--- src/rtl/dbf_bs_pkg.sv ---
package dbf_bs_pkg;

   localparam int BS_W = 3;
   typedef logic [BS_W-1:0] bs_t;

   localparam bs_t BS_OFF      = 3'd0;
   localparam bs_t BS_MOTION   = 3'd1;
   localparam bs_t BS_RESIDUAL = 3'd2;
   localparam bs_t BS_INTRA_IN = 3'd3;
   localparam bs_t BS_INTRA_MB = 3'd4;

   // Reduced edge descriptor carried between the two stages
   typedef struct packed {
      logic slice;
      logic mb_edge;
      logic intra_any;
      logic coded_any;
      logic ref_diff;
      logic mv_big;
   } edge_flags_t;

endpackage

--- src/rtl/dbf_bs_mvdiff.sv ---
module dbf_bs_mvdiff #(
   parameter int W   = 16,
   parameter int THR = 4
) (
   input  logic [W-1:0] a,
   input  logic [W-1:0] b,
   output logic         big
);
   localparam int       DW    = W + 1;
   localparam logic [DW-1:0] THR_V = DW'(THR);

   generate
      if (W < 3) begin : g_bad_width
         $error("dbf_bs_mvdiff: W must be at least 3");
      end
      if (THR < 1 || THR >= (1 << W)) begin : g_bad_thr
         $error("dbf_bs_mvdiff: THR out of range");
      end
   endgenerate

   logic signed [DW-1:0] diff;
   logic        [DW-1:0] mag;

   always_comb begin
      diff = $signed({a[W-1], a}) - $signed({b[W-1], b});
      mag  = diff[DW-1] ? DW'(-diff) : DW'(diff);
      big  = (mag >= THR_V);
   end

   always_comb begin
      if (a == b) begin
         a_r7_equal_not_big: assert (!big);
      end
   end

endmodule

--- src/rtl/dbf_bs_stage1.sv ---
module dbf_bs_stage1
   import dbf_bs_pkg::*;
#(
   parameter int MV_W   = 16,
   parameter int REF_W  = 4,
   parameter int MV_THR = 4,
   parameter int NCOMP  = 2
) (
   input  logic                  clk,
   input  logic                  rst_n,
   input  logic                  in_valid,
   input  logic                  slice_edge,
   input  logic                  mb_edge,
   input  logic                  p_intra,
   input  logic                  q_intra,
   input  logic                  p_coded,
   input  logic                  q_coded,
   input  logic [REF_W-1:0]      p_ref,
   input  logic [REF_W-1:0]      q_ref,
   input  logic [NCOMP*MV_W-1:0] p_mv,
   input  logic [NCOMP*MV_W-1:0] q_mv,
   output logic                  s1_valid,
   output edge_flags_t           s1_flags
);

   generate
      if (REF_W < 1) begin : g_bad_ref
         $error("dbf_bs_stage1: REF_W must be positive");
      end
      if (NCOMP < 1) begin : g_bad_ncomp
         $error("dbf_bs_stage1: NCOMP must be positive");
      end
   endgenerate

   logic [NCOMP-1:0] comp_big;

   generate
      for (genvar c = 0; c < NCOMP; c++) begin : g_comp
         dbf_bs_mvdiff #(
            .W   (MV_W),
            .THR (MV_THR)
         ) mvdiff_i (
            .a   (p_mv[c*MV_W +: MV_W]),
            .b   (q_mv[c*MV_W +: MV_W]),
            .big (comp_big[c])
         );
      end
   endgenerate

   edge_flags_t flags_d;

   always_comb begin
      flags_d.slice     = slice_edge;
      flags_d.mb_edge   = mb_edge;
      flags_d.intra_any = p_intra | q_intra;
      flags_d.coded_any = p_coded | q_coded;
      flags_d.ref_diff  = (p_ref != q_ref);
      flags_d.mv_big    = |comp_big;
   end

   always_ff @(posedge clk or negedge rst_n) begin
      if (!rst_n) begin
         s1_valid <= 1'b0;
         s1_flags <= '0;
      end else begin
         s1_valid <= in_valid;
         s1_flags <= flags_d;
      end
   end

   a_r8_valid_follows: assert property (@(posedge clk) disable iff (!rst_n)
      in_valid |=> s1_valid);
   a_r8_idle_follows: assert property (@(posedge clk) disable iff (!rst_n)
      !in_valid |=> !s1_valid);

endmodule

--- src/rtl/dbf_bs_decide.sv ---
module dbf_bs_decide
   import dbf_bs_pkg::*;
(
   input  edge_flags_t flags,
   output bs_t         bs
);

   always_comb begin
      if (flags.slice)
         bs = BS_OFF;
      else if (flags.intra_any)
         bs = flags.mb_edge ? BS_INTRA_MB : BS_INTRA_IN;
      else if (flags.coded_any)
         bs = BS_RESIDUAL;
      else if (flags.ref_diff || flags.mv_big)
         bs = BS_MOTION;
      else
         bs = BS_OFF;
   end

endmodule

--- src/rtl/dbf_bstrength.sv ---
module dbf_bstrength
   import dbf_bs_pkg::*;
#(
   parameter int MV_W      = 16,
   parameter int REF_W     = 4,
   parameter int MV_THR    = 4,
   parameter bit IDLE_ZERO = 1'b1
) (
   input  logic             clk,
   input  logic             rst_n,
   input  logic             in_valid,
   input  logic             in_slice_edge,
   input  logic             in_mb_edge,
   input  logic             in_p_intra,
   input  logic             in_q_intra,
   input  logic             in_p_coded,
   input  logic             in_q_coded,
   input  logic [REF_W-1:0] in_p_ref,
   input  logic [REF_W-1:0] in_q_ref,
   input  logic [MV_W-1:0]  in_p_mvx,
   input  logic [MV_W-1:0]  in_p_mvy,
   input  logic [MV_W-1:0]  in_q_mvx,
   input  logic [MV_W-1:0]  in_q_mvy,
   output logic             out_valid,
   output logic [2:0]       out_bs
);
   localparam int NCOMP = 2;

   logic        s1_valid;
   edge_flags_t s1_flags;
   bs_t         bs_d;

   dbf_bs_stage1 #(
      .MV_W   (MV_W),
      .REF_W  (REF_W),
      .MV_THR (MV_THR),
      .NCOMP  (NCOMP)
   ) stage1_i (
      .clk        (clk),
      .rst_n      (rst_n),
      .in_valid   (in_valid),
      .slice_edge (in_slice_edge),
      .mb_edge    (in_mb_edge),
      .p_intra    (in_p_intra),
      .q_intra    (in_q_intra),
      .p_coded    (in_p_coded),
      .q_coded    (in_q_coded),
      .p_ref      (in_p_ref),
      .q_ref      (in_q_ref),
      .p_mv       ({in_p_mvy, in_p_mvx}),
      .q_mv       ({in_q_mvy, in_q_mvx}),
      .s1_valid   (s1_valid),
      .s1_flags   (s1_flags)
   );

   dbf_bs_decide decide_i (
      .flags (s1_flags),
      .bs    (bs_d)
   );

   always_ff @(posedge clk or negedge rst_n) begin
      if (!rst_n) out_valid <= 1'b0;
      else        out_valid <= s1_valid;
   end

   generate
      if (IDLE_ZERO) begin : g_idle_zero
         always_ff @(posedge clk or negedge rst_n) begin
            if (!rst_n)        out_bs <= BS_OFF;
            else if (s1_valid) out_bs <= bs_d;
            else               out_bs <= BS_OFF;
         end
         a_r9_idle_zero: assert property (@(posedge clk) disable iff (!rst_n)
            !out_valid |-> out_bs == 3'd0);
      end else begin : g_idle_hold
         always_ff @(posedge clk or negedge rst_n) begin
            if (!rst_n)        out_bs <= BS_OFF;
            else if (s1_valid) out_bs <= bs_d;
         end
      end
   endgenerate

   a_r1_code_range: assert property (@(posedge clk) disable iff (!rst_n)
      out_valid |-> out_bs <= 3'd4);
   a_r2_slice_off: assert property (@(posedge clk) disable iff (!rst_n)
      out_valid && $past(in_slice_edge, 2) |-> out_bs == 3'd0);
   a_r3_intra_mb: assert property (@(posedge clk) disable iff (!rst_n)
      out_valid && $past(!in_slice_edge && (in_p_intra || in_q_intra) && in_mb_edge, 2)
      |-> out_bs == 3'd4);
   a_r4_intra_inner: assert property (@(posedge clk) disable iff (!rst_n)
      out_valid && $past(!in_slice_edge && (in_p_intra || in_q_intra) && !in_mb_edge, 2)
      |-> out_bs == 3'd3);
   a_r5_coded: assert property (@(posedge clk) disable iff (!rst_n)
      out_valid && $past(!in_slice_edge && !in_p_intra && !in_q_intra
                         && (in_p_coded || in_q_coded), 2)
      |-> out_bs == 3'd2);
   a_r6_ref_diff: assert property (@(posedge clk) disable iff (!rst_n)
      out_valid && $past(!in_slice_edge && !in_p_intra && !in_q_intra
                         && !in_p_coded && !in_q_coded && (in_p_ref != in_q_ref), 2)
      |-> out_bs == 3'd1);

endmodule

--- config.mk ---
export PLATFORM = sky130hd
export DESIGN_NAME = dbf_bstrength
export DESIGN_NICKNAME = d
export VERILOG_FILES = /design/src/rtl/dbf_bs_pkg.sv /design/src/rtl/dbf_bs_mvdiff.sv /design/src/rtl/dbf_bs_stage1.sv /design/src/rtl/dbf_bs_decide.sv /design/src/rtl/dbf_bstrength.sv
export SDC_FILE = /design/constraint.sdc
export NUM_CORES = 1
export LEC_CHECK = 0
export ABC_CLOCK_PERIOD_IN_PS = 800
export CORE_MARGIN = 5
export CORE_UTILIZATION = 50
export DETAILED_ROUTE_END_ITERATION = 7
export PLACE_DENSITY = 0.79
export SYNTH_ARGS = -nofsm -noshare
export SYNTH_HDL_FRONTEND = slang
export SYNTH_SLANG_ARGS = --single-unit
--- constraint.sdc ---
create_clock -name clk -period 0.8 [get_ports clk]
set_input_delay 0.2 -clock clk [delete_from_list [all_inputs] [get_ports clk]]
set_output_delay 0.2 -clock clk [all_outputs]
set_load 0.05 [all_outputs]
==> metrics.md, run 1 <==
| Metric | Value |
|---|---|
| Status | `complete, but fails checks` |
| Failing checks | `design-rule violations, negative setup slack` |
| DRT Pass-1 Iters | `8` |
| Seq cells post-synth | `11` |
| Critical path data arrival time | `3860 ps` |
| Reg2reg start | `stage1_i.s1_flags[3]` |
| Ys async rst share | `100%` |
| Most frequent cells in the layout | `buf_4 (156), clkdlybuf4s50_1 (52), inv_1 (37)` |
| CTS Sinks | `11` |
| Reg2Reg Depth | `3` |
| Sequential share of the synthesized area | `roughly 8.5%` |
| Ant. Diodes | `0` |
| Worst slew pin tran | `around 730 ps` |
| WHS Endpoint | `stage1_i.s1_flags[1]` |
| Layout cell share with drive strength beyond 1 | `about 40%` |
| Fin nets | `between 800 and 900` |
| Initial Util | `slightly above 50%` |
| Yosys warns | `0` |
| Crit Path Max Fanout | `3` |
| Count of final max-slew check failures | `0` |
| Multi-input logic area | `about 3300 µm²` |
| Die Y | `90.5 µm` |
| DRT iter0 DRCs | `~830` |
| H-tree levels | `1` |
| Data required, critical path | `910 ps` |
| CTS Buf Count | `3` |
| Cells after Synth | `~460` |
| Via density | `roughly 7.3` |
| Total track usage | `30.7%` |
| Sequential Area | `about 280 µm²` |
| P&R area growth vs syn | `85.3%` |
| Number of remaining DRC errors | `81` |
| Fin crit period | `~3800 ps` |
| Min-Delay Startpoint | `in_q_ref[0]` |
| Worst reg2reg path endpoint | `out_bs[1]` |
| Min Hold Slack | `roughly 250 ps` |
| Vias in the first global route | `about 4900` |
| Largest net degree at the start of global routing | `12` |
| Root buffer cell | `clkbuf_8` |
| GPL Wtd Cong | `0.930` |
| Number of nets with antenna violations after routing | `0` |
| Max-Slew Margin vs Limit | `49.9%` |
| Buffers on Ports | `84` |
| Antenna violations before repair | `0` |
| Routed WL | `around 20000 µm` |
| Commonest non-fill, non-tap cell in the layout | `buf_4` |
| Worst hold path depth | `3` |
| Chip width | `about 90 µm` |
| Syn Area/Cell | `approximately 7.1 µm²` |
| CTS tree | `done` |
| Synth cell types | `just over 70` |
| Post-synth EDFFs | `0` |
| Crit Path Class | `in2reg` |
| Pwr Density | `1220 nW/µm²` |
| Later-pin clock latency in the skew report | `around 240 ps` |
| Top_reg_cell synth | `dfrtp_1` |
| DP Wirelength | `9070 µm` |
| Fillers | `171` |
| Hold Buf Count CTS | `0` |
| Vias | `5579` |
| Highest clock rate | `266 MHz` |
| CP Capture Type | `flop` |
| Remaining Overflow, GRT | `0` |
| Final Setup Violations | `9` |
| Core footprint | `6310 µm²` |
| I/O Pins | `85` |
| Maximum VDD drop | `approximately 0.0013 V` |
| Wire per inst | `approximately 26 µm` |
| Syn_nets | `572` |
| Max-cap violations | `0` |
| First-pass GRT wire length | `21800 µm` |
| Tcrit/Tclk final | `469%` |
| Startpoint Class | `input pin` |
| Area of the die | `around 8000 µm²` |
| RSZ-0062 raised after global routing | `true` |
| R2r setup slk | `-150 ps` |
| Pleak | `0.00283 µW` |
| CTS max path bufs | `2` |
| Final WS setup | `-2950 ps` |
| Clock skew | `around 1.8 ps` |
| Pre-CTS WS | `-3160 ps` |
| Syn Std Cell Area | `~3200 µm²` |
| Cell row count | `29` |
| HP Class | `in2reg` |
| Reg clk slew, reported paths | `roughly 60 ps` |
| Final hold viol count | `0` |
## how the worst max path moves through the flow
stage / startpoint / end / slack, ps / cells after the start
2_1_floorplan: in_p_mvy[0] / stage1_i.s1_flags[0] / -2530 / 13
3_3_place_gp: in_p_mvy[0] / stage1_i.s1_flags[0] / -3050 / 14
3_5_place_dp: in_p_mvy[0] / stage1_i.s1_flags[0] / -3160 / 14
4_1_cts: in_p_mvy[0] / stage1_i.s1_flags[0] / -2590 / 15
5_1_grt: in_p_mvy[1] / stage1_i.s1_flags[0] / -3020 / 14
6_report: in_q_mvx[9] / stage1_i.s1_flags[0] / -2950 / 13
## layout make-up
cell class | instances | area share, %
Multi-Input combinational cell | 379 | 54.4
Timing Repair Buffer | 245 | 35.6
Sequential cell | 11 | 4.59
Inverter | 48 | 3.00
Tap cell | 77 | 1.61
Clock buffer | 4 | 0.751
## registers in the layout, indices dropped and copies added (netlist names)
| name | flops |
|---|---|
| out_bs | 3 |
| stage1_i.s1_valid | 1 |
| out_valid | 1 |
| stage1_i.s1_flags | 6 |
## stage by stage
step	util [%]	power (µW)	instance area [µm²]	instances	TNS (ps)
2_1_floorplan	-	2980	3290	455	-2530
3_3_place_gp	83.2	4960	5250	739	-3680
3_5_place_dp	83.2	5140	5250	739	-3860
4_1_cts	88.6	6010	5590	751	-3330
5_1_grt	95.0	7510	6000	764	-4210
6_report	95.0	7350	6000	764	-4100
## where the power goes
group | switching [µW] | total, µW | internal, µW
clock | 249 | 601 | 352
sequential | 25.4 | 606 | 581
combinational | 3260 | 6140 | 2880
## critical path, stage by stage
cell             delay (ps)
clkdlybuf4s50_1         450
inv_1                    40
ha_1                    320
a21o_1                  230
o21ai_1                 250
nor2b_1                 320
a21boi_1                200
or4_4                   580
a211oi_4                310
a311oi_1                140
a21oi_1                 170
o221ai_1                150
or4_1                   500
## per-layer routing
metal  routed length (µm)  global-route usage, %  up-vias
met5                    0                      0        -
met4                 2540                   18.2        0
met3                 2360                   5.42      321
met2                 9040                   59.5      682
met1                 6070                   29.6     2408
li1                     -                      -     2168
## synth_stat cells (3+ instances only)
master	instances	area (µm²)
nand4_1	6	37.5
and4_1	3	26.3
or3_1	8	50.1
dfrtp_1	11	275
a21o_1	12	90.1
xnor2_1	20	175
nor3_1	16	80.1
o31a_1	4	35.0
a21oi_1	33	165
or4_1	5	37.5
mux2i_1	3	30.0
nand2_1	22	82.6
and3_1	10	62.6
ha_1	34	425
a31oi_1	4	25.0
o2111ai_1	7	61.3
or2_2	6	37.5
clkbuf_1	14	52.6
nand3_1	15	75.1
xor2_1	12	105
inv_1	48	180
a311oi_1	3	26.3
nor2b_1	3	18.8
o21a_1	6	45.0
and2_1	4	25.0
o221ai_1	4	35.0
nor4_1	8	50.1
o21ai_0	14	70.1
a41o_1	3	30.0
nand2b_1	8	50.1
nor2_1	40	150
a211oi_1	8	60.1
o211ai_1	6	45.0
## cell families (layout without fill, tap and decap cells)
logic type | Yosys count | in the layout | synth area share (%)
and+or+nand+nor | 168 | 168 | 28.2
muxes | 5 | 5 | 1.62
adders and majority gates | 36 | 36 | 14.4
AOI/OAI and AO/OA | 138 | 138 | 30.6
buffers and inverters | 65 | 297 | 8.04
xor gates and xnor gates | 32 | 32 | 8.66
DFF | 11 | 11 | 8.50
## timing repair
action | CTS | global route
endpoints found under the hold margin | 0 | 0
buffers inserted | 8 | 13
pin swaps | 28 | 36
resized for setup | 82 | 70
setup endpoints to repair | 7 | 8
Note: power is estimated with default switching activity, not from simulation.
==> run 2, diff against run 1 <==
--- a/config.mk
+++ b/config.mk
@@ -10,6 +10,7 @@
 export CORE_UTILIZATION = 50
 export DETAILED_ROUTE_END_ITERATION = 7
 export PLACE_DENSITY = 0.79
+export RECOVER_POWER = 100
 export SYNTH_ARGS = -nofsm -noshare
 export SYNTH_HDL_FRONTEND = slang
 export SYNTH_SLANG_ARGS = --single-unit
==> metrics.md, run 2 (synthesis results as in run 1) <==
| Metric | Value |
|---|---|
| Via density | `7.38 (was 7.30)` |
| RSZ-0062 raised after global routing | `true (unchanged)` |
| Chip width | `90.5 µm (unchanged)` |
| Pint | `3800 µW (was 3810 µW)` |
| Later-pin clock latency in the skew report | `250 ps (was 240 ps)` |
| Number of remaining DRC errors | `14 (was 81)` |
| Startpoint Class | `input pin (unchanged)` |
| WHS Endpoint | `stage1_i.s1_flags[1] (unchanged)` |
| Slowest CP cell | `or4_4 (unchanged)` |
| Reg clk slew, reported paths | `60 ps (about the same)` |
| Core footprint | `6310 µm² (unchanged)` |
| Clock skew | `2.01 ps (was 1.79 ps)` |
| CTS max path bufs | `2 (unchanged)` |
| Largest net degree at the start of global routing | `12 (unchanged)` |
| H-tree levels | `1 (unchanged)` |
| Status | `complete, but fails checks (unchanged)` |
| Worst slew pin tran | `749 ps (was 732 ps)` |
| CP Capture Type | `flop (unchanged)` |
| Critical path data arrival time | `3860 ps (about the same)` |
| Reg2Reg Depth | `3 (unchanged)` |
| Vias in the first global route | `4932 (unchanged)` |
| Die Y | `90.5 µm (unchanged)` |
| Reg2reg start | `stage1_i.s1_flags[3] (unchanged)` |
| Critical path's largest stage delay | `580 ps (about the same)` |
| Crit Path Max Fanout | `3 (unchanged)` |
| CTS Sinks | `11 (unchanged)` |
| Pwr Density | `1230 nW/µm² (was 1220 nW/µm²)` |
| Wire per inst | `26.3 µm (was 26.2 µm)` |
| Crit Path Class | `in2reg (unchanged)` |
| WP buf/inv | `2 (unchanged)` |
| CTS tree | `done (unchanged)` |
| Commonest non-fill, non-tap cell in the layout | `buf_4 (unchanged)` |
| Initial Util | `51.3% (unchanged)` |
| Most frequent cells in the layout | `buf_4 (156), clkdlybuf4s50_1 (48), inv_1 (37) (was buf_4 (156), clkdlybuf4s50_1 (52), inv_1 (37))` |
| Register share of total power | `8.2% (was 8.3%)` |
| Count of final max-slew check failures | `0 (unchanged)` |
| Area of the die | `8180 µm² (unchanged)` |
| Final Setup Violations | `10 (was 9)` |
| Cell Chain, Critical Path | `clkdlybuf4s50_1 > inv_1 > ha_1 > a21o_1 > o21ai_1 > nor2b_1 > a21boi_1 > or4_4 > a211oi_4 > a311oi_1 > a21oi_1 > o221ai_1 > or4_1 (unchanged)` |
| Fin crit period | `3750 ps (about the same)` |
| Vias | `5636 (was 5579)` |
| HP Class | `in2reg (unchanged)` |
| CTS Buf Count | `3 (unchanged)` |
| GPL Wtd Cong | `0.930 (unchanged)` |
| Remaining Overflow, GRT | `0 (unchanged)` |
| Worst reg2reg path endpoint | `out_bs[1] (unchanged)` |
| Number of nets with antenna violations after routing | `0 (unchanged)` |
| Total track usage | `30.7% (unchanged)` |
| Cell row count | `29 (unchanged)` |
| Final hold viol count | `0 (unchanged)` |
| DRT iter0 DRCs | `822 (was 826)` |
| Failing checks | `design-rule violations, negative setup slack (unchanged)` |
| First-pass GRT wire length | `21800 µm (unchanged)` |
| Largest Register | `stage1_i.s1_flags (unchanged)` |
| DRT Pass-1 Iters | `8 (unchanged)` |
| Min Hold Slack | `250 ps (was 245 ps)` |
| Tcrit/Tclk final | `468% (was 469%)` |
| Top flop regs | `stage1_i.s1_flags (6), out_bs (3) (unchanged)` |
| Routed WL | `20100 µm (was 20000 µm)` |
| Layout cell share with drive strength beyond 1 | `40.0% (unchanged)` |
| Final WS setup | `-2950 ps (about the same)` |
| P&R area growth vs syn | `84.8% (was 85.3%)` |
| Fin nets | `805 (unchanged)` |
| Switching portion of total power | `48.3% (was 48.1%)` |
| Min-Delay Startpoint | `in_q_ref[0] (unchanged)` |
| Ant. Diodes | `0 (unchanged)` |
| Max-Slew Margin vs Limit | `48.8% (was 49.9%)` |
| Top cell family by delay on the critical path | `compound AO/OA/AOI/OAI gates (unchanged)` |
| DP Wirelength | `9070 µm (unchanged)` |
| Antenna violations before repair | `0 (unchanged)` |
| Maximum VDD drop | `0.00134 V (was 0.00133 V)` |
| Psw | `3550 µW (was 3530 µW)` |
| Max FFs per register | `6 (unchanged)` |
| Logic pwr share | `83.5% (was 83.6%)` |
| Clk pwr share | `8.3% (was 8.2%)` |
| Root buffer cell | `clkbuf_8 (unchanged)` |
| Worst hold path depth | `3 (unchanged)` |
| Data required, critical path | `910 ps (about the same)` |
| Pleak | `0.00283 µW (about the same)` |
| I/O Pins | `85 (unchanged)` |
| R2r setup slk | `-150 ps (about the same)` |
| Max-cap violations | `0 (unchanged)` |
| Highest clock rate | `267 MHz (was 266 MHz)` |
| Setup TNS | `-4160 ps (was -4100 ps)` |
| Buffers on Ports | `84 (unchanged)` |
-- run 2: metrics by stage --
stage / cells / area (µm²) / total power, µW / utilization (%) / setup slack, ps
CTS: 751 / 5590 / 6010 / 88.6 / -2590
floorplan: 455 / 3290 / 2980 / - / -2530
detailed placement: 739 / 5250 / 5140 / 83.2 / -3160
finish: 764 / 5980 / 7350 / 94.8 / -2950
global route: 764 / 5980 / 7500 / 94.8 / -3020
global placement: 739 / 5250 / 4960 / 83.2 / -3050
-- run 2: worst max path at each step --
stage | startpoint | end | slack (ps) | cells after the start
2_1_floorplan | in_p_mvy[0] | stage1_i.s1_flags[0] | -2530 | 13
3_3_place_gp | in_p_mvy[0] | stage1_i.s1_flags[0] | -3050 | 14
3_5_place_dp | in_p_mvy[0] | stage1_i.s1_flags[0] | -3160 | 14
4_1_cts | in_p_mvy[0] | stage1_i.s1_flags[0] | -2590 | 15
5_1_grt | in_p_mvy[1] | stage1_i.s1_flags[0] | -3020 | 14
6_report | in_q_mvx[9] | stage1_i.s1_flags[0] | -2950 | 13
-- run 2: power groups by stage --
| stage | registers (µW) | clock network [µW] | logic [µW] |
|---|---|---|---|
| floorplan | 631 | 0 | 2350 |
| global placement | 604 | 0 | 4350 |
| detailed placement | 606 | 0 | 4530 |
| CTS | 599 | 558 | 4850 |
| global route | 607 | 628 | 6260 |
| finish | 606 | 607 | 6130 |
-- run 2: worst register-to-register path, cell delays in order, from the launching register on --
cell and delay (ps):
dfrtp_1 470, nand2_2 140, o21ai_1 80, nor2_1 170
-- run 2: cell type report --
class                      count  area [µm²]
sequential                    11         275
multi-input combinational    379        3260
timing repair buffer         245        2120
fill                         173         330
inverter                      48         180
clock buffer                   4        45.0
tap                           77        96.3
-- run 2: layer usage --
layer / GRT usage, % / part of all wire [%] / vias up
met4: 18.2 / 13 / 0
met1: 29.6 / 30 / 2444
met2: 59.5 / 45 / 694
met5: 0 / 0 / -
met3: 5.42 / 12 / 328
li1: - / - / 2170
-- run 2: timing repair --
item	in CTS	in global routing
hold buffers	0	0
setup endpoints to repair	7	8
pin swaps	28	36
endpoints found under the hold margin	0	0
gates resized for setup	82	70
setup buffers	8	13
==> run 3, diff against run 2 <==
--- a/config.mk
+++ b/config.mk
@@ -6,10 +6,11 @@
 export NUM_CORES = 1
 export LEC_CHECK = 0
 export ABC_CLOCK_PERIOD_IN_PS = 800
+export CAP_MARGIN = 20
 export CORE_MARGIN = 5
 export CORE_UTILIZATION = 50
 export DETAILED_ROUTE_END_ITERATION = 7
-export PLACE_DENSITY = 0.79
+export PLACE_DENSITY = 0.87
 export RECOVER_POWER = 100
 export SYNTH_ARGS = -nofsm -noshare
 export SYNTH_HDL_FRONTEND = slang
==> metrics.md, run 3 (synthesis results as in run 1) <==
| Metric | Value |
|---|---|
| CTS max path bufs | `2 (unchanged)` |
| Chip width | `90.5 µm (unchanged)` |
| Tcrit/Tclk final | `464% (was 468%)` |
| Root buffer cell | `clkbuf_8 (unchanged)` |
| DRT Pass-1 Iters | `7 (was 8)` |
| I/O Pins | `85 (unchanged)` |
| Vias in the first global route | `4978 (was 4932)` |
| Overall power | `7040 µW (was 7350 µW)` |
| Top flop regs | `stage1_i.s1_flags (6), out_bs (3) (unchanged)` |
| Die Y | `90.5 µm (unchanged)` |
| Cell row count | `29 (unchanged)` |
| CTS Buf Count | `3 (unchanged)` |
| Total track usage | `31.6% (was 30.7%)` |
| Routed WL | `17700 µm (was 20100 µm)` |
| Commonest non-fill, non-tap cell in the layout | `buf_4 (unchanged)` |
| Pwr Density | `1200 nW/µm² (was 1230 nW/µm²)` |
| Multi-input logic area | `3120 µm² (was 3260 µm²)` |
| Fin crit period | `3720 ps (was 3750 ps)` |
| Worst slew pin tran | `660 ps (was 749 ps)` |
| Wire per inst | `22.9 µm (was 26.3 µm)` |
| Crit Path Class | `in2reg (unchanged)` |
| Failing checks | `negative setup slack (was design-rule violations, negative setup slack)` |
| P&R area growth vs syn | `81.8% (was 84.8%)` |
| Area of the die | `8180 µm² (unchanged)` |
| Most frequent cells in the layout | `buf_4 (165), clkdlybuf4s50_1 (48), inv_1 (38) (was buf_4 (156), clkdlybuf4s50_1 (48), inv_1 (37))` |
| Highest clock rate | `269 MHz (was 267 MHz)` |
| Via density | `6.87 (was 7.38)` |
| CP Capture Type | `flop (unchanged)` |
| Critical path data arrival time | `3820 ps (was 3860 ps)` |
| Sequential Area | `275 µm² (unchanged)` |
| Largest net degree at the start of global routing | `12 (unchanged)` |
| Remaining Overflow, GRT | `0 (unchanged)` |
| HP Class | `in2reg (unchanged)` |
| Buffers on Ports | `84 (unchanged)` |
| Number of nets with antenna violations after routing | `0 (unchanged)` |
| Count of final max-slew check failures | `0 (unchanged)` |
| Fillers | `213 (was 173)` |
| Final hold viol count | `0 (unchanged)` |
| Maximum VDD drop | `0.00114 V (was 0.00134 V)` |
| Later-pin clock latency in the skew report | `240 ps (was 250 ps)` |
| Status | `complete, but fails checks (unchanged)` |
| Startpoint Class | `input pin (unchanged)` |
| Ant. Diodes | `0 (unchanged)` |
| Setup TNS | `-3910 ps (was -4160 ps)` |
| Pleak | `0.00280 µW (was 0.00283 µW)` |
| CTS Sinks | `11 (unchanged)` |
| Number of remaining DRC errors | `0 (was 14)` |
| Clock skew | `1.91 ps (was 2.01 ps)` |
| DRT iter0 DRCs | `718 (was 822)` |
| Pre-CTS WS | `-3150 ps (was -3160 ps)` |
| RSZ-0062 raised after global routing | `true (unchanged)` |
| CTS tree | `done (unchanged)` |
| Final WS setup | `-2920 ps (was -2950 ps)` |
| Max-Slew Margin vs Limit | `55.8% (was 48.8%)` |
| DP Wirelength | `9160 µm (was 9070 µm)` |
| Placed cells | `741 (was 739)` |
| Vias | `5318 (was 5636)` |
| Min Hold Slack | `261 ps (was 250 ps)` |
| Initial Util | `51.3% (unchanged)` |
| Reg clk slew, reported paths | `50 ps (was 60 ps)` |
| Core footprint | `6310 µm² (unchanged)` |
| Data required, critical path | `900 ps (was 910 ps)` |
| H-tree levels | `1 (unchanged)` |
| Largest Register | `stage1_i.s1_flags (unchanged)` |
| First-pass GRT wire length | `22400 µm (was 21800 µm)` |
| Antenna violations before repair | `0 (unchanged)` |
| Max-cap violations | `0 (unchanged)` |
| Fin nets | `815 (was 805)` |
| Max FFs per register | `6 (unchanged)` |
| Non-Filler Instances | `774 (was 764)` |
| Layout cell share with drive strength beyond 1 | `38.9% (was 40.0%)` |
| Final Setup Violations | `7 (was 10)` |
| GPL Wtd Cong | `0.978 (was 0.930)` |
| Crit Path Max Fanout | `5 (was 3)` |
## run 3: worst max-delay path, cell delays in order
cell	delay, ps
buf_8	70
inv_4	30
ha_4	150
fa_2	370
xor2_1	310
buf_4	180
nand2_1	180
a21oi_4	210
or4b_4	520
buf_6	150
nor4_4	410
mux2i_1	280
a32o_1	200
nand3_1	60
or4_1	500
## run 3: cell type report
class / count / area share (%)
Multi-Input combinational cell: 379 / 53.0
Sequential cell: 11 / 4.68
Clock buffer: 4 / 0.765
Tap cell: 77 / 1.64
Inverter: 48 / 3.10
Timing Repair Buffer: 255 / 36.8
## run 3: path summary, 6_finish.rpt
check | endpoint | cells after the start | start | slack, ps
setup / recovery | stage1_i.s1_flags[0] | 15 | in_p_mvy[0] | -2920
hold / removal | stage1_i.s1_flags[1] | 3 | in_q_ref[3] | 260
setup reg to reg | out_bs[0] | 4 | stage1_i.s1_flags[1] | -170
hold reg to reg | out_valid | 0 | stage1_i.s1_valid | 380
max in group asynchronous | stage1_i.s1_flags[5] | 2 | rst_n | 200
min in group asynchronous | out_bs[2] | 2 | rst_n | 370
## run 3: report_power, final
part | internal (µW) | switching [µW] | total (µW)
Clock | 351 | 221 | 572
Sequential | 582 | 17.4 | 599
Combinational | 2820 | 3050 | 5870
## run 3: timing repair
item,4_1_cts,5_1_grt
setup buffers,17,12
hold endpoints to repair,0,0
endpoints found under the setup margin,7,7
gates resized for setup,82,51
pin swaps,32,37
hold buffers,0,0
## run 3: through the flow
step                      instance area, µm²  util [%]
after CTS                               5660      89.6
after floorplan                         3290         -
after detailed placement                5270      83.4
final                                   5890      93.2
after global placement                  5270      83.4
after global routing                    5890      93.2
## run 3: metal layers
metal	GRT usage (%)	up-vias	routed length, µm
li1	-	2184	-
met1	31.9	2403	5700
met2	61.0	515	8240
met3	5.33	216	1890
met4	16.3	0	1910
met5	0	-	0
